===== config.mk =====
export PLATFORM = sky130hd
export DESIGN_NAME = vrint_vec
export DESIGN_NICKNAME = d
export VERILOG_FILES = /design/src/rtl/vrint_pkg.sv /design/src/rtl/vrint_decode.sv /design/src/rtl/vrint_lane.sv /design/src/rtl/vrint_merge.sv /design/src/rtl/vrint_vec.sv
export SDC_FILE = /design/constraint.sdc
export NUM_CORES = 2
export LEC_CHECK = 0
export CAP_MARGIN = 30
export CORE_UTILIZATION = 30
export DETAILED_ROUTE_END_ITERATION = 16
export PLACE_DENSITY = 0.57
export SYNTH_ARGS = -nofsm -noshare
export SYNTH_HDL_FRONTEND = slang
export SYNTH_SLANG_ARGS = --single-unit

===== constraint.sdc =====
create_clock -name clk -period 10.7 [get_ports clk]
set_clock_uncertainty 0.05 [all_clocks]
set_input_delay 1.07 -clock clk [delete_from_list [all_inputs] [get_ports clk]]
set_output_delay 1.07 -clock clk [all_outputs]
set_load 0.05 [all_outputs]

===== src/rtl/vrint_pkg.sv =====
package vrint_pkg;
  localparam int HEW = 5;
  localparam int HMW = 10;
  localparam int SEW = 8;
  localparam int SMW = 23;

  // Low four encodings line up with the 2-bit dynamic mode input.
  typedef enum logic [2:0] {
    RD_NEAR_EVEN = 3'd0,
    RD_UP        = 3'd1,
    RD_DOWN      = 3'd2,
    RD_ZERO      = 3'd3,
    RD_NEAR_AWAY = 3'd4
  } rdir_e;
endpackage


===== src/rtl/vrint_decode.sv =====
module vrint_decode
  import vrint_pkg::*;
(
  input  logic [1:0] size_i,
  input  logic [2:0] op_i,
  input  logic [1:0] dyn_rm_i,
  output rdir_e      dir_o,
  output logic       inx_en_o,
  output logic       half_o,
  output logic       illegal_o
);
  logic bad_size;
  logic bad_op;

  always_comb begin
    bad_size = (size_i == 2'd0) || (size_i == 2'd3);
    bad_op   = (op_i == 3'b100) || (op_i == 3'b110);
    half_o   = (size_i == 2'd1);
    inx_en_o = (op_i == 3'b001);
    unique case (op_i)
      3'b000:  dir_o = RD_NEAR_EVEN;
      3'b001:  dir_o = rdir_e'({1'b0, dyn_rm_i});
      3'b010:  dir_o = RD_NEAR_AWAY;
      3'b011:  dir_o = RD_ZERO;
      3'b101:  dir_o = RD_DOWN;
      3'b111:  dir_o = RD_UP;
      default: dir_o = RD_ZERO;
    endcase
    illegal_o = bad_size || bad_op;
  end
endmodule


===== src/rtl/vrint_lane.sv =====
module vrint_lane
  import vrint_pkg::*;
#(
  parameter int EW = 5,
  parameter int MW = 10
) (
  input  logic [EW+MW:0] x_i,
  input  rdir_e          dir_i,
  input  logic           inx_en_i,
  input  logic           flag_en_i,
  output logic [EW+MW:0] y_o,
  output logic           inv_o,
  output logic           inx_o
);
  localparam int LW   = 1 + EW + MW;
  localparam int MAGW = EW + MW;
  localparam int BIAS = (1 << (EW - 1)) - 1;
  localparam logic [EW-1:0]   EX_ONE  = EW'(BIAS);
  localparam logic [EW-1:0]   EX_HALF = EW'(BIAS - 1);
  localparam logic [EW-1:0]   EX_INT  = EW'(BIAS + MW);
  localparam logic [EW-1:0]   E_ONE   = EW'(1);
  localparam logic [MAGW-1:0] M_ONE   = MAGW'(1);
  localparam logic [MAGW-1:0] ONE_MAG = {EX_ONE, {MW{1'b0}}};

  logic            sgn;
  logic [EW-1:0]   ex;
  logic [MW-1:0]   man;
  logic [MAGW-1:0] mag;
  logic [EW-1:0]   sh;
  logic [MAGW-1:0] fmask;
  logic [MAGW-1:0] frac;
  logic [MAGW-1:0] half;
  logic            lsb;
  logic            inc;
  logic            up;
  logic            inv;
  logic            inx;

  assign sgn = x_i[LW-1];
  assign ex  = x_i[LW-2:MW];
  assign man = x_i[MW-1:0];
  assign mag = x_i[LW-2:0];

  always_comb begin
    y_o   = x_i;
    inv   = 1'b0;
    inx   = 1'b0;
    up    = 1'b0;
    inc   = 1'b0;
    sh    = EX_INT - ex;
    fmask = (M_ONE << sh) - M_ONE;
    frac  = mag & fmask;
    half  = M_ONE << (sh - E_ONE);
    // For unbiased exponent 0 this bit is the exponent LSB; the biased
    // exponent is odd there, matching the hidden 1 of the integer part.
    lsb   = |(mag & (M_ONE << sh));
    if (ex == '1) begin
      if ((man != '0) && !man[MW-1]) begin
        y_o[MW-1] = 1'b1;
        inv       = 1'b1;
      end
    end else if (ex >= EX_INT) begin
      y_o = x_i;
    end else if (ex < EX_ONE) begin
      if (mag != '0) begin
        inx = 1'b1;
        unique case (dir_i)
          RD_NEAR_EVEN: up = (ex == EX_HALF) && (man != '0);
          RD_NEAR_AWAY: up = (ex == EX_HALF);
          RD_UP:        up = !sgn;
          RD_DOWN:      up = sgn;
          default:      up = 1'b0;
        endcase
        y_o = {sgn, up ? ONE_MAG : {MAGW{1'b0}}};
      end
    end else begin
      inx = (frac != '0);
      unique case (dir_i)
        RD_NEAR_EVEN: inc = (frac > half) || ((frac == half) && lsb);
        RD_NEAR_AWAY: inc = (frac >= half);
        RD_UP:        inc = !sgn && inx;
        RD_DOWN:      inc = sgn && inx;
        default:      inc = 1'b0;
      endcase
      y_o = {sgn, (mag & ~fmask) + (inc ? (fmask + M_ONE) : {MAGW{1'b0}})};
    end
  end

  assign inv_o = inv && flag_en_i;
  assign inx_o = inx && inx_en_i && flag_en_i;
endmodule


===== src/rtl/vrint_merge.sv =====
module vrint_merge #(
  parameter int NB = 16
) (
  input  logic [8*NB-1:0] new_i,
  input  logic [8*NB-1:0] old_i,
  input  logic [NB-1:0]   pred_i,
  input  logic            hold_i,
  output logic [8*NB-1:0] out_o
);
  for (genvar b = 0; b < NB; b++) begin : g_byte
    assign out_o[8*b +: 8] = (pred_i[b] && !hold_i) ? new_i[8*b +: 8]
                                                     : old_i[8*b +: 8];
  end
endmodule


===== src/rtl/vrint_vec.sv =====
module vrint_vec
  import vrint_pkg::*;
#(
  parameter int VW = 128
) (
  input  logic          clk,
  input  logic          rst,
  input  logic          start_i,
  input  logic [1:0]    size_i,
  input  logic [2:0]    op_i,
  input  logic [1:0]    dyn_rm_i,
  input  logic [VW/8-1:0] pred_i,
  input  logic [VW-1:0] src_i,
  input  logic [VW-1:0] old_i,
  output logic [VW-1:0] result_o,
  output logic          flg_inv_o,
  output logic          flg_inx_o,
  output logic          illegal_o,
  output logic          done_o
);
  localparam int NB  = VW / 8;
  localparam int HLW = 1 + HEW + HMW;
  localparam int SLW = 1 + SEW + SMW;
  localparam int NH  = VW / HLW;
  localparam int NS  = VW / SLW;
  localparam int HB  = HLW / 8;
  localparam int SB  = SLW / 8;

  rdir_e dec_dir;
  logic  dec_inx_en, dec_half, dec_ill;

  vrint_decode u_dec (
    .size_i   (size_i),
    .op_i     (op_i),
    .dyn_rm_i (dyn_rm_i),
    .dir_o    (dec_dir),
    .inx_en_o (dec_inx_en),
    .half_o   (dec_half),
    .illegal_o(dec_ill)
  );

  // Stage A: operand capture.
  logic          vld_a, half_a, ill_a, inxen_a;
  rdir_e         dir_a;
  logic [NB-1:0] pred_a;
  logic [VW-1:0] src_a, old_a;

  always_ff @(posedge clk) begin
    if (rst) begin
      vld_a   <= 1'b0;
      half_a  <= 1'b0;
      ill_a   <= 1'b0;
      inxen_a <= 1'b0;
      dir_a   <= RD_NEAR_EVEN;
      pred_a  <= '0;
      src_a   <= '0;
      old_a   <= '0;
    end else begin
      vld_a <= start_i;
      if (start_i) begin
        half_a  <= dec_half;
        ill_a   <= dec_ill;
        inxen_a <= dec_inx_en;
        dir_a   <= dec_dir;
        pred_a  <= pred_i;
        src_a   <= src_i;
        old_a   <= old_i;
      end
    end
  end

  // Lane arrays for both widths; the size picks one.
  logic [VW-1:0] res_h, res_s;
  logic [NH-1:0] inv_h, inx_h, lo_h;
  logic [NS-1:0] inv_s, inx_s, lo_s;

  for (genvar g = 0; g < NH; g++) begin : g_half
    assign lo_h[g] = pred_a[HB*g];
    vrint_lane #(.EW(HEW), .MW(HMW)) u_lane (
      .x_i      (src_a[HLW*g +: HLW]),
      .dir_i    (dir_a),
      .inx_en_i (inxen_a),
      .flag_en_i(lo_h[g]),
      .y_o      (res_h[HLW*g +: HLW]),
      .inv_o    (inv_h[g]),
      .inx_o    (inx_h[g])
    );
  end

  for (genvar g = 0; g < NS; g++) begin : g_single
    assign lo_s[g] = pred_a[SB*g];
    vrint_lane #(.EW(SEW), .MW(SMW)) u_lane (
      .x_i      (src_a[SLW*g +: SLW]),
      .dir_i    (dir_a),
      .inx_en_i (inxen_a),
      .flag_en_i(lo_s[g]),
      .y_o      (res_s[SLW*g +: SLW]),
      .inv_o    (inv_s[g]),
      .inx_o    (inx_s[g])
    );
  end

  logic [VW-1:0] new_vec, merged;
  logic          lane_inv, lane_inx, lo_any;

  assign new_vec  = half_a ? res_h : res_s;
  assign lane_inv = half_a ? |inv_h : |inv_s;
  assign lane_inx = half_a ? |inx_h : |inx_s;
  assign lo_any   = half_a ? |lo_h : |lo_s;

  vrint_merge #(.NB(NB)) u_merge (
    .new_i (new_vec),
    .old_i (old_a),
    .pred_i(pred_a),
    .hold_i(ill_a),
    .out_o (merged)
  );

  // Stage B: registered outputs and sticky flags.
  always_ff @(posedge clk) begin
    if (rst) begin
      result_o  <= '0;
      flg_inv_o <= 1'b0;
      flg_inx_o <= 1'b0;
      illegal_o <= 1'b0;
      done_o    <= 1'b0;
    end else begin
      done_o <= vld_a;
      if (vld_a) begin
        result_o  <= merged;
        illegal_o <= ill_a;
        if (!ill_a) begin
          flg_inv_o <= flg_inv_o | lane_inv;
          flg_inx_o <= flg_inx_o | lane_inx;
        end
      end
    end
  end

  p_done_follow_r11: assert property (@(posedge clk) disable iff (rst)
    vld_a |=> done_o);
  p_done_only_r11: assert property (@(posedge clk) disable iff (rst)
    !vld_a |=> !done_o);
  p_sticky_inv_r12: assert property (@(posedge clk) disable iff (rst)
    flg_inv_o |=> flg_inv_o);
  p_sticky_inx_r12: assert property (@(posedge clk) disable iff (rst)
    flg_inx_o |=> flg_inx_o);
  p_illegal_keep_r1: assert property (@(posedge clk) disable iff (rst)
    (vld_a && ill_a) |=> (result_o == $past(old_a)) && illegal_o
                         && $stable(flg_inv_o) && $stable(flg_inx_o));
  p_no_pred_keep_r5: assert property (@(posedge clk) disable iff (rst)
    (vld_a && (pred_a == '0)) |=> result_o == $past(old_a));
  p_flag_gate_r6: assert property (@(posedge clk) disable iff (rst)
    (vld_a && !lo_any) |=> $stable(flg_inv_o) && $stable(flg_inx_o));
endmodule


==> run_results.csv <==
group,metric,value,unit
yosys,yosysWarnings,0,
route,ant_nets,0,
grt,grt_pass1_vias,64379,
yosys,synth_top_cell_area_share,14.2,%
cts,cts_buffers,53,
yosys,syn_avg_cell_area,6.88,um^2
sta,tightest_slew,1180,ps
route,drt_iter0_drc,7718,
route,post-route-drc-count,0,
layout,fin_area,67300,um^2
critical_path,cpMostUsedCell,"a21oi_1",
grt,overflow,0,
yosys,ys_top_cells_by_count,"nor2_1 (1232), nand2_1 (816), a21oi_1 (648), ha_1 (532), clkbuf_1 (421)",
layout,multi_input_area,46500,um^2
cts,ctsResizeCount,0,
pwr,ir_worst_vdd,135,uV
floorplanning,rows,161,
yosys,syn-num-nets,9258,
yosys,syn-cell-area,58000,um^2
sta,slew_viol_final,0,
sta,slew_headroom,20.6,%
yosys,synthTopCellsByArea,"dfxtp_1 (14%), ha_1 (11%), nor2_1 (8.0%)",
critical_path,end_kind,"flop",
route,drt-vias-per-instance,6.06,
critical_path,cp.arrival,10570,ps
sta,fin_tns_setup,0,ps
cts,htreeDepth,2,
yosys,syn_inst,8432,
placed_design,dpl.hpwl,224000,um
yosys,synthDistinctLibCells,134,
sta,period_share,94.3,%
critical_path,crit_type,"flop to flop",
cts,cts_setup_buffers,0,
pwr,power_density,106,nW/um^2
placed_design,gp_congestion,1.03,
placed_design,port_buffers,413,
job,drv_cap,0,
floorplanning,die_h,442,um
sta,final_hold_viol_count,0,
worst_hold_path,hold_path.class,"flop to flop",
sta,period_needed,10090,ps
cts,holdBufCountCts,0,
pwr,p_leak,27.4,nW
layout,syn_to_final_growth,15.9,%
cts,cts_tree,"built",
placed_design,dpl-instance-area,65400,um^2
critical_path,critPathLaunchType,"flop",
yosys,synth_area_leader_cell,"dfxtp_1",
route,met2RoutedLength,132000,um
route,wl,291000,um
route,first_pass_iters,9,
critical_path,crit_fanout,20,
yosys,yosysMostFrequentCell,"nor2_1",
worst_hold_path,min_from,"result_o[47]",
route,route.met3.wl,23600,um
route,wl_met1,117000,um
layout,nFillCells,20554,
route,highest-signal-layer,"met5",
floorplanning,ioPinCount,414,
layout,drive_gt1_share,6.70,%
yosys,ys_seq_area_share,14.2,%
pwr,power,7.10,mW
yosys,ys.flop_type,"dfxtp_1",
sta,rsz0062_at_grt,"no",
cts,cts_root_buffer,"clkbuf_16",
floorplanning,die_width,442,um
layout,nets,9454,
sta,fmax,99.1,MHz
layout,register_area,8240,um^2
outcome,status,"complete, no violations",
critical_path,cpPeakStageDelay,720,ps
critical_path,r2r-start,"src_a[88]",
yosys,async_flop_share,0,%
grt,grt_pass1_wl,427000,um
sta,finalSetupViolCount,0,
yosys,synth_edf_count,0,
cts,clock_sinks,411,
floorplanning,die_area,195000,um^2
critical_path,worstPathRequired,11180,ps
grt,grt_max_degree,182,
cts,clock_path_buffers,3,
critical_path,worstSetupStartpoint,"src_a[88]",
route,vias,67915,
cts,clk_pin_slew,60,ps
grt,grtUsageTotal,28.3,%
grt,antenna_found_initial,13,
floorplanning,core,192000,um^2
floorplanning,start_util,30.2,%
yosys,synth_seq_cells,411,
critical_path,slowest_stage,"dfxtp_1",
route,wl_per_cell,25.9,um
cts,clock_latency,720,ps
[placed cells by master, fill, tap and decap left out, drive strengths merged, types with 120 or more instances in the layout]
master         instances
a211oi               151
a21o                 157
a21oi                654
and2                 183
buf                  303
clkdlybuf4s50        411
dfxtp                411
ha                   532
inv                  253
mux2i                326
nand2                817
nand3                268
nor2                1238
nor2b                120
nor3                 257
o21ai                432
xnor2                243
xor2                 134
[worst max-delay path, delay by kind of cell, from the launching register on]
| family | cells | cell delay (ps) |
|---|---|---|
| adder cells (fa/ha/maj) | 4 | 1570 |
| AO/OA/AOI/OAI | 23 | 5110 |
| XOR/XNOR | 2 | 640 |
| flip-flops | 1 | 720 |
| AND/OR/NAND/NOR | 8 | 1370 |
| buffers and inverters | 2 | 440 |
[final timing paths]
kind | endpoint | slack (ps) | cells after the start
hold reg to reg | result_o[47] | 410 | 2
setup reg to reg | result_o[88] | 610 | 39
hold / removal | result_o[47] | 410 | 2
setup / recovery | result_o[88] | 610 | 39
[flip-flops by register name, indices dropped and copies added, names as in the netlist]
name and count:
illegal_o 1, old_a 128, flg_inv_o 1, result_o 128, done_o 1, ill_a 1, half_a 1, inxen_a 1
pred_a 16, flg_inx_o 1, vld_a 1, src_a 128, dir_a 3
[final cells by class]
class	instances	area share, %
multi-input combinational	7192	69.2
sequential	411	12.3
timing repair buffer	714	9.66
tap	2526	4.70
clock buffer	65	2.17
inverter	256	1.43
clock inverter	33	0.530
antenna	11	0.0409
[where the power goes]
group | internal, mW | leakage [nW] | switching [mW]
sequential | 1.62 | 3.39 | 0.120
clock | 1.06 | 0.900 | 0.855
combinational | 1.21 | 23.2 | 2.22
[layer usage]
| layer | vias up | GRT usage, % |
|---|---|---|
| li1 | 31203 | - |
| met1 | 32613 | 35.5 |
| met2 | 3371 | 46.3 |
| met3 | 720 | 4.54 |
| met4 | 8 | 15.0 |
| met5 | - | 0 |
[per-stage QoR]
stage / setup WS, ps / util (%) / std cells / hold slack, ps
floorplan: 837 / - / 8432 / 397
global placement: 821 / 34.0 / 11090 / 405
detailed placement: 664 / 34.0 / 11097 / 414
CTS: 613 / 34.9 / 11195 / 423
global route: 77.4 / 35.0 / 11203 / 448
finish: 611 / 35.0 / 11208 / 415
[cells by family (layout without fill, tap and decap cells)]
kind of cell | after synthesis | after routing | synth area share [%]
flops | 411 | 411 | 14.2
fa+ha+maj | 546 | 546 | 11.9
compound gates | 2376 | 2376 | 27.5
other cells | 0 | 11 | 0
xor+xnor | 377 | 377 | 5.84
mux | 336 | 336 | 5.88
buf+inv | 829 | 1068 | 5.68
simple gates | 3557 | 3557 | 29.0
Note: power is estimated with default switching activity, not from simulation.
